[config.mk]
export PLATFORM = sky130hd
export DESIGN_NAME = sync_tx_master
export DESIGN_NICKNAME = d
export VERILOG_FILES = /design/src/rtl/sync_tx_pkg.sv /design/src/rtl/sync_tx_ctrl.sv /design/src/rtl/sync_tx_datapath.sv /design/src/rtl/sync_tx_master.sv
export SDC_FILE = /design/constraint.sdc
export NUM_CORES = 1
export LEC_CHECK = 0
export BUFFER_PORTS_ARGS = -buffer_cell sky130_fd_sc_hd__buf_2
export CAP_MARGIN = 20
export CORE_AREA = 2 2 56 58
export DETAILED_ROUTE_END_ITERATION = 8
export DIE_AREA = 0 0 58 60
export MAX_ROUTING_LAYER = met4
export PLACE_DENSITY = 0.74
export SETUP_SLACK_MARGIN = 0.05
export SLEW_MARGIN = 20
export SYNTH_ARGS = -nofsm -noshare
export SYNTH_HDL_FRONTEND = slang
export SYNTH_SLANG_ARGS = --single-unit
[constraint.sdc]
create_clock -name clk -period 2 [get_ports clk]
set_input_delay 0.1 -clock clk [delete_from_list [all_inputs] [get_ports clk]]
set_output_delay 0.1 -clock clk [all_outputs]
set_load 0.005 [all_outputs]
[src/rtl/sync_tx_pkg.sv]
package sync_tx_pkg;
  typedef struct packed {
    logic load;   // move holding register into shift register
    logic shift;  // advance to the next bit
  } txStrobe_t;
endpackage

[src/rtl/sync_tx_ctrl.sv]
module sync_tx_ctrl
  import sync_tx_pkg::*;
#(
  parameter int DATA_W = 8,
  parameter int DIV_W  = 8
) (
  input  logic             clk,
  input  logic             rstN,
  input  logic             active,
  input  logic [DIV_W-1:0] divisor,
  input  logic             holdFull,
  output txStrobe_t        strobe,
  output logic             busy,
  output logic             clkActive
);
  localparam int CNT_W = (DATA_W > 1) ? $clog2(DATA_W) : 1;
  localparam logic [CNT_W-1:0] LAST_BIT = CNT_W'(DATA_W - 1);

  logic [DIV_W-1:0] divCnt;
  logic [CNT_W-1:0] bitCnt;
  logic             phase;   // 0 = active half, 1 = idle half
  logic             halfEnd, bitEnd, lastBit;

  always_comb begin
    halfEnd      = busy && (divCnt == divisor);
    bitEnd       = halfEnd && phase;
    lastBit      = (bitCnt == LAST_BIT);
    strobe.load  = active && holdFull && (!busy || (bitEnd && lastBit));
    strobe.shift = active && bitEnd && !lastBit;
    clkActive    = busy && !phase;
  end

  always_ff @(posedge clk) begin
    if (!rstN || !active) begin
      busy   <= 1'b0;
      phase  <= 1'b0;
      divCnt <= '0;
      bitCnt <= '0;
    end else if (strobe.load) begin
      busy   <= 1'b1;
      phase  <= 1'b0;
      divCnt <= '0;
      bitCnt <= '0;
    end else if (busy) begin
      if (halfEnd) begin
        divCnt <= '0;
        phase  <= ~phase;
        if (bitEnd) begin
          if (lastBit) busy <= 1'b0;
          else         bitCnt <= bitCnt + 1'b1;
        end
      end else begin
        divCnt <= divCnt + 1'b1;
      end
    end
  end
endmodule

[src/rtl/sync_tx_datapath.sv]
module sync_tx_datapath
  import sync_tx_pkg::*;
#(
  parameter int DATA_W = 8
) (
  input  logic              clk,
  input  logic              rstN,
  input  logic              wrStrobe,
  input  logic [DATA_W-1:0] wrData,
  input  txStrobe_t         strobe,
  output logic              holdFull,
  output logic              txBit
);
  logic [DATA_W-1:0] holdReg;
  logic [DATA_W-1:0] shiftReg;

  always_ff @(posedge clk) begin
    if (!rstN) begin
      holdReg  <= '0;
      holdFull <= 1'b0;
      shiftReg <= '0;
    end else begin
      if (strobe.load) begin
        shiftReg <= holdReg;
        holdFull <= 1'b0;
      end else if (strobe.shift) begin
        shiftReg <= {1'b0, shiftReg[DATA_W-1:1]};
      end
      if (wrStrobe && !holdFull) begin
        holdReg  <= wrData;
        holdFull <= 1'b1;
      end
    end
  end

  assign txBit = shiftReg[0];
endmodule

[src/rtl/sync_tx_master.sv]
module sync_tx_master
  import sync_tx_pkg::*;
#(
  parameter int DATA_W = 8,
  parameter int DIV_W  = 8
) (
  input  logic              clk,
  input  logic              rstN,
  input  logic              enable,
  input  logic              txMode,
  input  logic              clkIdleHigh,
  input  logic              dataInvert,
  input  logic [DIV_W-1:0]  divisor,
  input  logic              wrStrobe,
  input  logic [DATA_W-1:0] wrData,
  output logic              holdEmpty,
  output logic              shiftIdle,
  output logic              sclkOut,
  output logic              sclkOe,
  output logic              dataOut,
  output logic              dataOe
);
  txStrobe_t strobe;
  logic holdFull, busy, clkActive, txBit, active;

  assign active = enable && txMode;

  sync_tx_ctrl #(.DATA_W(DATA_W), .DIV_W(DIV_W)) ctrl (
    .clk(clk), .rstN(rstN), .active(active), .divisor(divisor),
    .holdFull(holdFull), .strobe(strobe), .busy(busy), .clkActive(clkActive)
  );

  sync_tx_datapath #(.DATA_W(DATA_W)) dpath (
    .clk(clk), .rstN(rstN), .wrStrobe(wrStrobe), .wrData(wrData),
    .strobe(strobe), .holdFull(holdFull), .txBit(txBit)
  );

  assign holdEmpty = !holdFull;
  assign shiftIdle = !busy;
  assign sclkOut   = clkActive ^ clkIdleHigh;
  assign sclkOe    = enable;
  assign dataOe    = active;
  assign dataOut   = (busy && txBit) ^ dataInvert;
endmodule

# Yosys cells after proc, flatten, opt, wreduce, memory -nomap -nowiden

Cells that the tools add are included.
W data, S select, Z words.

Register bits: 30
Latch bits: 0
Memory bits (writable): 0
Bits in read-only memories: 0
Input bits: 23
Output and inout port bits: 6
Logic and storage cells: 49
Memories kept: 0

$add $sub $neg: 2
Multipliers: 0
Div/mod/pow operators: 0
Magnitude comparators: 0
Equal/unequal tests: 2
Shifts and indexed selects: 0
Multiplexer cells: 10
Bitwise gates (word level): 4
Reductions and logical operators: 24

Operators with widths:

| cell                  | count |
|---|---|
| $mux W8               | 3 |
| $logic_and A1 B1 Y1   | 11 |
| $add A8 B1 Y8 const B | 1 |
| $eq A8 B8 Y1          | 1 |
| $mux W1               | 7 |
| $logic_not A1 Y1      | 6 |
| $reduce_and A4 Y1     | 1 |
| $reduce_bool A2 Y1    | 2 |
| $add A3 B1 Y3 const B | 1 |
| $eq A3 B3 Y1 const B  | 1 |
| $logic_or A1 B1 Y1    | 2 |
| $not A1 Y1            | 2 |
| $reduce_and A2 Y1     | 1 |
| $reduce_or A2 Y1      | 1 |
| $xor A1 B1 Y1         | 2 |

# Logic depth before layout (Yosys ltp)

Gate-level depths: netlist (run 1).

Depth in word-level cells: 8
Depth in mapped cells: 8
Gate-level depth less buffers: 7

# Cells and area by module

A second synthesis (run 1) with hierarchy kept.

Cells, all modules: 168
Area total of the unflattened synthesis: 1,471.4 µm²

Modules (own cells, without submodules):

| module           | times used | cells each | area an instance (µm²) | seq. area each (µm²) |
|---|---|---|---|---|
| sync_tx_ctrl     | 1          | 86         | 752.0                  | 260.2 |
| sync_tx_datapath | 1          | 75         | 676.9                  | 340.3 |
| sync_tx_master   | 1          | 7          | 42.5                   | 0.0 |

# Worst setup path after synthesis (run 1)

Ideal clock, no wire load.

Kind: flip-flop to flip-flop
Start: reg ctrl.bitCnt[0]
End: reg dpath.shiftReg[0]
Library setup time: 0.091 ns
Arrival time: 1.503 ns
Required time: 1.909 ns
Setup slack: 0.406 ns
Cell stages (with the launch flop): 9
Buffers on the path: 1
Clock period less this slack: 1.594 ns
Cell sequence: dfxtp_1 ha_1 ha_1 nor2b_1 and2_1 and4_1 buf_4 nand2_1 a311oi_1

Word-level cells in the longest chain between the ends: 5
Elaborated cells on any way between the ends: 8
Classes of those cells: 1 x eq/ne; 1 x mux; 6 x reduce/logical

RTL lines:

| element                                       | RTL line               | RTL |
|---|---|---|
| from (decl)                                   | sync_tx_ctrl.sv:20     | `logic [CNT_W-1:0] bitCnt;` |
| from (signal assigned)                        | sync_tx_ctrl.sv:50     | `else bitCnt <= bitCnt + 1'b1;` |
| $eq A3 B3 Y1 (*)                              | sync_tx_ctrl.sv:27     | `lastBit = (bitCnt == LAST_BIT);` |
| $logic_and A1 B1 Y1                           | sync_tx_ctrl.sv:28     | `strobe.load = active && holdFull && (!busy \|\| (bitEnd && lastBit));` |
| $logic_or A1 B1 Y1                            | sync_tx_ctrl.sv:28     |  |
| $logic_and A1 B1 Y1                           | sync_tx_ctrl.sv:28     |  |
| $mux W8 or $reduce_bool A2 Y1 (tied branches) | n/a                    |  |
| to (signal assigned)                          | sync_tx_datapath.sv:24 | `shiftReg <= holdReg;` |
| to (signal assigned)                          | sync_tx_datapath.sv:27 | `shiftReg <= {1'b0, shiftReg[DATA_W-1:1]};` |
| to (decl)                                     | sync_tx_datapath.sv:15 | `logic [DATA_W-1:0] shiftReg;` |

Mark *: on every way between the ends. The rest lies on a longest branch, timed or not.
A chain may end at the register's enable or synchronous reset.

# Final worst setup path (run 1)

Start: reg ctrl.divCnt[5]
End: reg dpath.shiftReg[7]

Word-level cells in the longest chain between the ends: 7
Elaborated cells on any way between the ends: 10
Classes of those cells: 1 x eq/ne; 1 x mux; 8 x reduce/logical

RTL lines:

| element                                       | RTL line           | RTL |
|---|---|---|
| from (decl)                                   | sync_tx_ctrl.sv:19 | `logic [DIV_W-1:0] divCnt;` |
| from (signal assigned)                        | sync_tx_ctrl.sv:53 | `divCnt <= divCnt + 1'b1;` |
| $eq A8 B8 Y1 (*)                              | sync_tx_ctrl.sv:25 | `halfEnd = busy && (divCnt == divisor);` |
| $logic_and A1 B1 Y1 (*)                       | sync_tx_ctrl.sv:25 |  |
| $logic_and A1 B1 Y1 (*)                       | sync_tx_ctrl.sv:26 | `bitEnd = halfEnd && phase;` |
| $logic_and A1 B1 Y1                           | sync_tx_ctrl.sv:28 |  |
| $logic_or A1 B1 Y1                            | sync_tx_ctrl.sv:28 |  |
| $logic_and A1 B1 Y1                           | sync_tx_ctrl.sv:28 |  |
| $mux W8 or $reduce_bool A2 Y1 (tied branches) | n/a                |  |

Marks and branches as above.

==> results.py, run 1 <==
metrics = {
    "logic_synthesis": {
        "synth-seq-cells": 30,
        "synth_top_family_by_area": "simple AND/OR/NAND/NOR gates",
        "synth_area_per_cell_sq_um": 9.02,
        "syn_inst": 161,
        "synth.cell_area_sq_mm": 0.00145,
        "synthAdderAreaFrac_pct": 2.58,
        "synth_warnings": 0,
        "synth_compound_area_share_pct": 10.4,
        "synth_nets": 187,
        "synth-xor-area-share_pct": 10.9,
        "yosysSeqAreaShare_pct": 41.3,
        "synth_cell_types": 30,
        "muxShareOfSynthArea_pct": 6.89,
        "synth_simple_gate_area_share_pct": 23.0,
    },
    "detailed_routing": {
        "vias": 1201,
        "ant_nets": 0,
        "avgRoutedWirePerCell_um": 12.5,
        "wirelength_um": 2800,
        "drcViolationCount": 0,
        "drtIter0Drc": 45,
        "vias_per_cell": 5.39,
        "drt_pass1_iterations": 4,
    },
    "placement": {
        "globalplace.congestion": 0.912,
        "place_hpwl_um": 2090,
        "dp_cells": 216,
        "placed_area_sq_mm": 0.00160,
        "port_buffers": 28,
    },
    "final_layout": {
        "layout.nets": 217,
        "fin_cells": 223,
        "syn_to_final_growth_pct": 14.7,
        "utilization_pct": 57.4,
        "fill_cells": 270,
        "regArea_sq_um": 601,
        "fin_area_sq_mm": 0.00167,
        "antennaDiodeCount": 0,
        "drive_gt1_share_pct": 22.6,
        "multi_input_area_sq_um": 785,
    },
    "sta": {
        "hold_ws_ns": 0.0117,
        "skew_ns": 0.00585,
        "setup_viol": 0,
        "rsz0062_at_grt": "false",
        "worst_slew_pin_slew_ns": 0.462,
        "hold_violations": 0,
        "slew_viol_final": 0,
        "max_freq_mhz": 564,
        "tns_ns": 0,
        "fin_crit_ns": 1.77,
        "slew-limit-headroom_pct": 69.1,
        "post-route-period-util_pct": 88.6,
    },
    "pwr": {
        "irDropWorstVdd_mv": 0.508,
        "p_sw_share_pct": 23.7,
        "power.internal_w": 0.000825,
        "p_per_area_mw_per_mm2": 648,
        "combPwrFrac_pct": 9.7,
        "pwr-share-seq_pct": 58.0,
        "clockPowerShare_pct": 32.3,
        "switchingPower_w": 0.000256,
        "leakage_nw": 0.690,
    },
    "clock_network": {
        "cts-htree-levels": 2,
        "cts_tree": "built",
        "clock-sinks": 30,
        "numCtsBuffers": 5,
        "clk-insertion-delay-late_ns": 0.32,
        "clkSlewWorstSetupHoldPaths_ns": 0.09,
        "cts-root-buf": "clkbuf_4",
        "post_cts.repair.setup_buffers": 0,
        "clock_path_buffers": 2,
    },
    "floorplanning": {
        "start_util_pct": 50.0,
        "core_area_sq_mm": 0.00290,
        "fp.dieW_um": 58,
        "io_pins": 29,
        "dieArea_sq_mm": 0.00348,
        "dieHeight_um": 60,
        "std_cell_rows": 20,
    },
    "global_routing": {
        "grt_max_degree": 17,
        "grt_remaining_overflow": 0,
        "grt_pass1_vias": 1218,
        "grt_pass1_wl_um": 5060,
        "grtUsageTotal_pct": 20.1,
        "antenna_found_initial": 0,
    },
    "setup_path": {
        "worst_ep_required_time_ns": 2.25,
        "r2r_setup_slack_ns": 0.23,
        "crit_family": "simple AND/OR/NAND/NOR gates",
        "ff2ff_path_depth": 6,
        "end_kind": "flip-flop",
        "critPathKind": "flip-flop to flip-flop",
        "r2r_start": "ctrl.divCnt[5]",
        "crit_chain": "xor2_1 > nor4_4 > nand4_1 > buf_4 > a21bo_2 > a21oi_1",
        "cp.depth": 6,
        "slowest_stage": "nor4_4",
        "worstPathArrival_ns": 2.02,
        "cp-start-kind": "flip-flop",
        "crit_fanout": 9,
        "r2r-end": "dpath.shiftReg[7]",
        "cp_num_buf_inv": 1,
        "cp_slowest_stage_delay_ns": 0.41,
    },
    "outcome": {
        "status": "finished clean",
    },
    "worst_hold_path": {
        "hold_path_class": "input port to flip-flop",
        "hp-start": "wrData[5]",
        "min_path_cells": 3,
        "worstHoldEndpoint": "dpath.holdReg[5]",
    },
    "job": {
        "maxCapViolations": 0,
    },
}
-- stage by stage --
step                      setup WS (ns)  total power, W
after CTS                         0.188         0.00110
after detailed placement          0.210        0.000744
after global placement            0.248        0.000740
after floorplan                   0.406        0.000703
final                             0.227         0.00108
after global routing             0.0593         0.00114
-- layout make-up --
cell class	count	area share [%]
Clock buffer	6	3.08
Inverter	3	0.976
Multi-Input combinational cell	119	47.1
Sequential cell	30	36.0
Tap cell	33	2.48
Timing Repair Buffer	32	10.4
-- synthesized netlist by cell type --
library cell   n  area [sq um]
nand3_1        3          15.0
clkbuf_1       3          11.3
mux2i_1       10           100
and2b_1        1          7.51
ha_1           3          37.5
a21bo_2        1          10.0
and4_1         4          35.0
xor2_1        14           123
or2b_1         1          7.51
nor2_1        16          60.1
a21oi_1       11          55.1
buf_2          2          10.0
and2_0         1          6.26
nand4_1        5          31.3
a31oi_1        1          6.26
o21ai_0        2          10.0
nor3_2         1          10.0
inv_1          2          7.51
nor3_1         6          30.0
and3_1         1          6.26
and2_1         2          12.5
buf_4          3          22.5
xnor2_1        4          35.0
clkinv_4       1          8.76
a311oi_1       8          70.1
nand2_1       21          78.8
buf_6          1          11.3
nor4_4         1          21.3
nor2b_1        2          12.5
dfxtp_1       30           601
-- tightest hold or removal path, stage by stage --
cell and delay (ns):
buf_2 0.07, mux2i_1 0.05, nor2_1 0.07
-- worst max-delay path by stage --
stage | start | to | slack, ns
5_1_grt | ctrl.divCnt[5] | dpath.shiftReg[3] | 0.06
4_1_cts | ctrl.bitCnt[0] | dpath.shiftReg[2] | 0.19
6_report | ctrl.divCnt[5] | dpath.shiftReg[7] | 0.23
3_3_place_gp | ctrl.bitCnt[0] | dpath.shiftReg[5] | 0.25
2_1_floorplan | ctrl.bitCnt[0] | dpath.shiftReg[0] | 0.41
3_5_place_dp | ctrl.bitCnt[0] | dpath.shiftReg[2] | 0.21
-- layout by cell type (no fill, tap or decap), types with 2 or more instances in the layout --
master    instances
buf_2            28
dfxtp_1          30
xor2_1           14
nand2_1          21
nand3_1           3
nor3_1            6
nor2b_1           2
o21ai_0           2
a21oi_1          11
and4_1            3
xnor2_1           4
nor2_1           16
mux2i_1          10
inv_1             2
nand4_1           5
clkbuf_4          5
buf_4             3
ha_1              3
a311oi_1          8
-- logic make-up after synthesis --
logic type | count (synthesis)
AO/OA/AOI/OAI | 23
XOR/XNOR | 18
adder cells (fa/ha/maj) | 3
buffers and inverters | 12
flip-flops | 30
multiplexers | 10
AND/OR/NAND/NOR | 65
-- sequential cells by signal, indices dropped and copies added, names as in the netlist --
name,count
dpath.holdFull,1
ctrl.busy,1
ctrl.bitCnt,3
ctrl.phase,1
dpath.shiftReg,8
ctrl.divCnt,8
dpath.holdReg,8
-- power by group through the flow --
stage / Combinational (W) / Sequential, W / Clock [W]
6_report: 0.000104 / 0.000627 / 0.000349
5_1_grt: 0.000119 / 0.000630 / 0.000396
4_1_cts: 0.000105 / 0.000627 / 0.000364
3_5_place_dp: 0.000103 / 0.000641 / 0
3_3_place_gp: 0.0000997 / 0.000641 / 0
2_1_floorplan: 0.0000659 / 0.000637 / 0
-- routing by layer --
metal	routed length, um	vias to the layer above	track usage, %
met5	0	-	-
met4	31	0	6.98
met3	130	4	8.01
met2	1390	28	33.1
met1	1240	549	22.3
li1	-	620	-
-- what timing repair did --
| action | 4_1_cts | 5_1_grt |
|---|---|---|
| hold endpoints to repair | 1 | 0 |
| endpoints found under the setup margin | 0 | 4 |
| hold buffers | 1 | 0 |
| resized for setup | 0 | 3 |
Note: power is estimated with default switching activity, not from simulation.
==> run 2, diff against run 1 <==
--- a/config.mk
+++ b/config.mk
@@ -11,9 +11,10 @@
 export DETAILED_ROUTE_END_ITERATION = 8
 export DIE_AREA = 0 0 58 60
 export MAX_ROUTING_LAYER = met4
-export PLACE_DENSITY = 0.74
+export PLACE_DENSITY = 0.75
 export SETUP_SLACK_MARGIN = 0.05
 export SLEW_MARGIN = 20
 export SYNTH_ARGS = -nofsm -noshare
 export SYNTH_HDL_FRONTEND = slang
+export SYNTH_HIERARCHICAL = 1
 export SYNTH_SLANG_ARGS = --single-unit
==> results.py, run 2 <==
metrics = {
    "floorplanning": {
        "core_area_sq_mm": 0.00290,
        "io_pins": 29,
        "dieHeight_um": 60,
        "std_cell_rows": 20,
        "fp.dieW_um": 58,
        "dieArea_sq_mm": 0.00348,
        "start_util_pct": 50.7,
    },
    "sta": {
        "worst_slew_pin_slew_ns": 0.558,
        "slew_viol_final": 0,
        "hold_violations": 0,
        "setup_viol": 0,
        "rsz0062_at_grt": "true",
        "skew_ns": 0.0101,
        "slew-limit-headroom_pct": 62.7,
        "max_freq_mhz": 521,
        "fin_crit_ns": 1.92,
        "post-route-period-util_pct": 96.0,
    },
    "logic_synthesis": {
        "synthAdderAreaFrac_pct": 2.55,
        "synth_area_per_cell_sq_um": 8.76,
        "synth_top_area_share_pct": 40.8,
        "yosysSeqAreaShare_pct": 40.8,
        "synth_nets": 194,
        "synth_top_family_by_area": "simple AND/OR/NAND/NOR gates",
        "yosys-top-cells-count": "30 x dfxtp_1, 23 x nand2_1, 16 x a21oi_1",
        "synthMostInstantiatedCell": "dfxtp_1",
        "synth-seq-cells": 30,
        "synth_compound_area_share_pct": 17.2,
        "muxShareOfSynthArea_pct": 4.76,
        "synth_cell_types": 31,
        "syn_inst": 168,
        "yosysTopAreaCell": "dfxtp_1",
        "synth.cell_area_sq_mm": 0.00147,
        "yosys-top-cells-area": "dfxtp_1 41%, nand2_1 5.9%, a21oi_1 5.4%",
        "synth_edf_count": 0,
        "async_flop_share_pct": 0,
        "synth-main-ff-cell": "dfxtp_1",
        "synth_warnings": 6,
        "synth_simple_gate_area_share_pct": 20.5,
        "synth-xor-area-share_pct": 9.52,
    },
    "worst_hold_path": {
        "worstHoldEndpoint": "dpath/holdReg[5]",
        "hp-start": "wrData[5]",
        "min_path_cells": 3,
        "hold_path_class": "input port to flip-flop",
    },
    "final_layout": {
        "antennaDiodeCount": 0,
        "drive_gt1_share_pct": 28.5,
        "utilization_pct": 66.3,
        "fin_cells": 247,
        "layout.nets": 240,
        "layout_common_cells": "28 x buf_2, 27 x dfxtp_1, 23 x nand2_1, 16 x a21oi_1, 13 x buf_4",
        "largestRegisters": "ctrl/divCnt (8), dpath/holdReg (8), dpath/shiftReg (8)",
        "syn_to_final_growth_pct": 30.8,
        "final_common_cell": "buf_2",
    },
    "pwr": {
        "power.total_w": 0.00125,
        "p_per_area_mw_per_mm2": 647,
        "leakage_nw": 0.726,
        "irDropWorstVdd_mv": 0.558,
    },
    "detailed_routing": {
        "vias": 1391,
        "wirelength_um": 3420,
        "vias_per_cell": 5.63,
        "drt_pass1_iterations": 6,
        "avgRoutedWirePerCell_um": 13.9,
        "drcViolationCount": 0,
        "drtIter0Drc": 51,
        "ant_nets": 0,
    },
    "clock_network": {
        "cts-htree-levels": 2,
        "clkSlewWorstSetupHoldPaths_ns": 0.09,
        "numCtsBuffers": 5,
        "clk-insertion-delay-late_ns": 0.33,
        "cts-root-buf": "clkbuf_4",
        "clock-sinks": 30,
        "cts_tree": "built",
        "clock_path_buffers": 2,
    },
    "global_routing": {
        "grtUsageTotal_pct": 22.2,
        "grt_pass1_wl_um": 5510,
        "antenna_found_initial": 0,
        "grt_remaining_overflow": 0,
        "grt_max_degree": 19,
        "grt_pass1_vias": 1256,
    },
    "placement": {
        "place_hpwl_um": 2390,
        "port_buffers": 28,
        "globalplace.congestion": 0.889,
        "dp_cells": 232,
    },
    "setup_path": {
        "crit_fanout": 15,
        "r2r_start": "ctrl/divCnt[2]",
        "slowest_stage": "or3_4",
        "critPathKind": "flip-flop to flip-flop",
        "cp-start-kind": "flip-flop",
        "crit_family": "simple AND/OR/NAND/NOR gates",
        "worstPathArrival_ns": 2.14,
        "end_kind": "flip-flop",
        "worst_ep_required_time_ns": 2.22,
        "cp_slowest_stage_delay_ns": 0.42,
        "r2r-end": "dpath/shiftReg[4]",
        "cp_num_buf_inv": 1,
        "r2r_setup_slack_ns": 0.08,
        "ff2ff_path_depth": 7,
        "crit_chain": "xor2_1 > or3_4 > o41ai_4 > and3_4 > inv_4 > o21ai_0 > a21oi_1",
    },
    "job": {
        "maxCapViolations": 0,
    },
    "outcome": {
        "status": "finished clean",
    },
}
==> run 2: cell count changes after synthesis, sizes merged, moves of 4 or more <==
cell    previous run  this run
a21oi             11        16
a21boi             0         8
o21ai              2         7
xor2              14         8
xnor2              4         8
o41ai              0         4
nor2              16         2
a311oi             8         0
==> run 2: how the worst max path moves through the flow <==
stage	slack, ns	cells past startpoint	startpoint	end
global placement	0.03	8	ctrl/bitCnt[0]	dpath/shiftReg[2]
detailed placement	-0.09	8	ctrl/bitCnt[0]	dpath/shiftReg[6]
floorplan	0.04	9	ctrl/divCnt[5]	dpath/shiftReg[4]
finish	0.08	7	ctrl/divCnt[2]	dpath/shiftReg[4]
CTS	0.07	8	ctrl/bitCnt[0]	dpath/shiftReg[6]
global route	-0.00002	7	ctrl/divCnt[2]	dpath/shiftReg[1]
==> run 2: repair_timing <==
action / CTS / global route
setup buffers: 2 / 0
pin swaps: 2 / 4
hold buffers: 6 / 0
gates resized for setup: 5 / 12
hold endpoints to repair: 6 / 0
setup endpoints to repair: 8 / 9
==> run 2: layout make-up <==
type / instances / area (sq um)
Fill cell: 242 / 978
Tap cell: 33 / 41.3
Inverter: 5 / 21.3
Multi-Input combinational cell: 124 / 858
Clock inverter: 1 / 30.0
Clock buffer: 6 / 51.3
Timing Repair Buffer: 48 / 318
Sequential cell: 30 / 604
==> run 2: cell families (layout without fill, tap and decap cells) <==
family,Yosys count,in the layout
adder cells (fa/ha/maj),3,3
flip-flops,30,30
XOR/XNOR,16,16
multiplexers,7,7
AO/OA/AOI/OAI,40,40
buffers and inverters,14,60
AND/OR/NAND/NOR,58,58
==> run 2: worst min-delay path, cell delays in order <==
cell      delay, ns
buf_2          0.10
nand2_1        0.05
a21boi_1       0.05
==> run 2: routing by layer <==
layer	share of wire [%]	vias up	global-route usage (%)
met2	49	49	33.6
met4	1.8	0	11.6
met5	0	-	-
met1	43	645	26.7
li1	-	691	-
met3	5.9	6	6.49
==> run 2: stage by stage <==
| step | setup TNS [ns] | hold slack (ns) | instance area [sq um] | worst slack, ns |
|---|---|---|---|---|
| 2_1_floorplan | 0 | 0.235 | 1480 | 0.0436 |
| 3_3_place_gp | 0 | 0.340 | 1710 | 0.0282 |
| 3_5_place_dp | -0.356 | 0.348 | 1710 | -0.0863 |
| 4_1_cts | 0 | 0.00192 | 1900 | 0.0700 |
| 5_1_grt | -0.0000158 | 0.000640 | 1920 | -0.0000158 |
| 6_report | 0 | 0.0148 | 1920 | 0.0801 |
==> run 2: report_power, final <==
group	total (W)	switching, W	internal (W)
logic	0.000123	0.0000621	0.0000605
registers	0.000629	0.0000134	0.000615
clock network	0.000495	0.000204	0.000291
total	0.00125	0.000279	0.000967
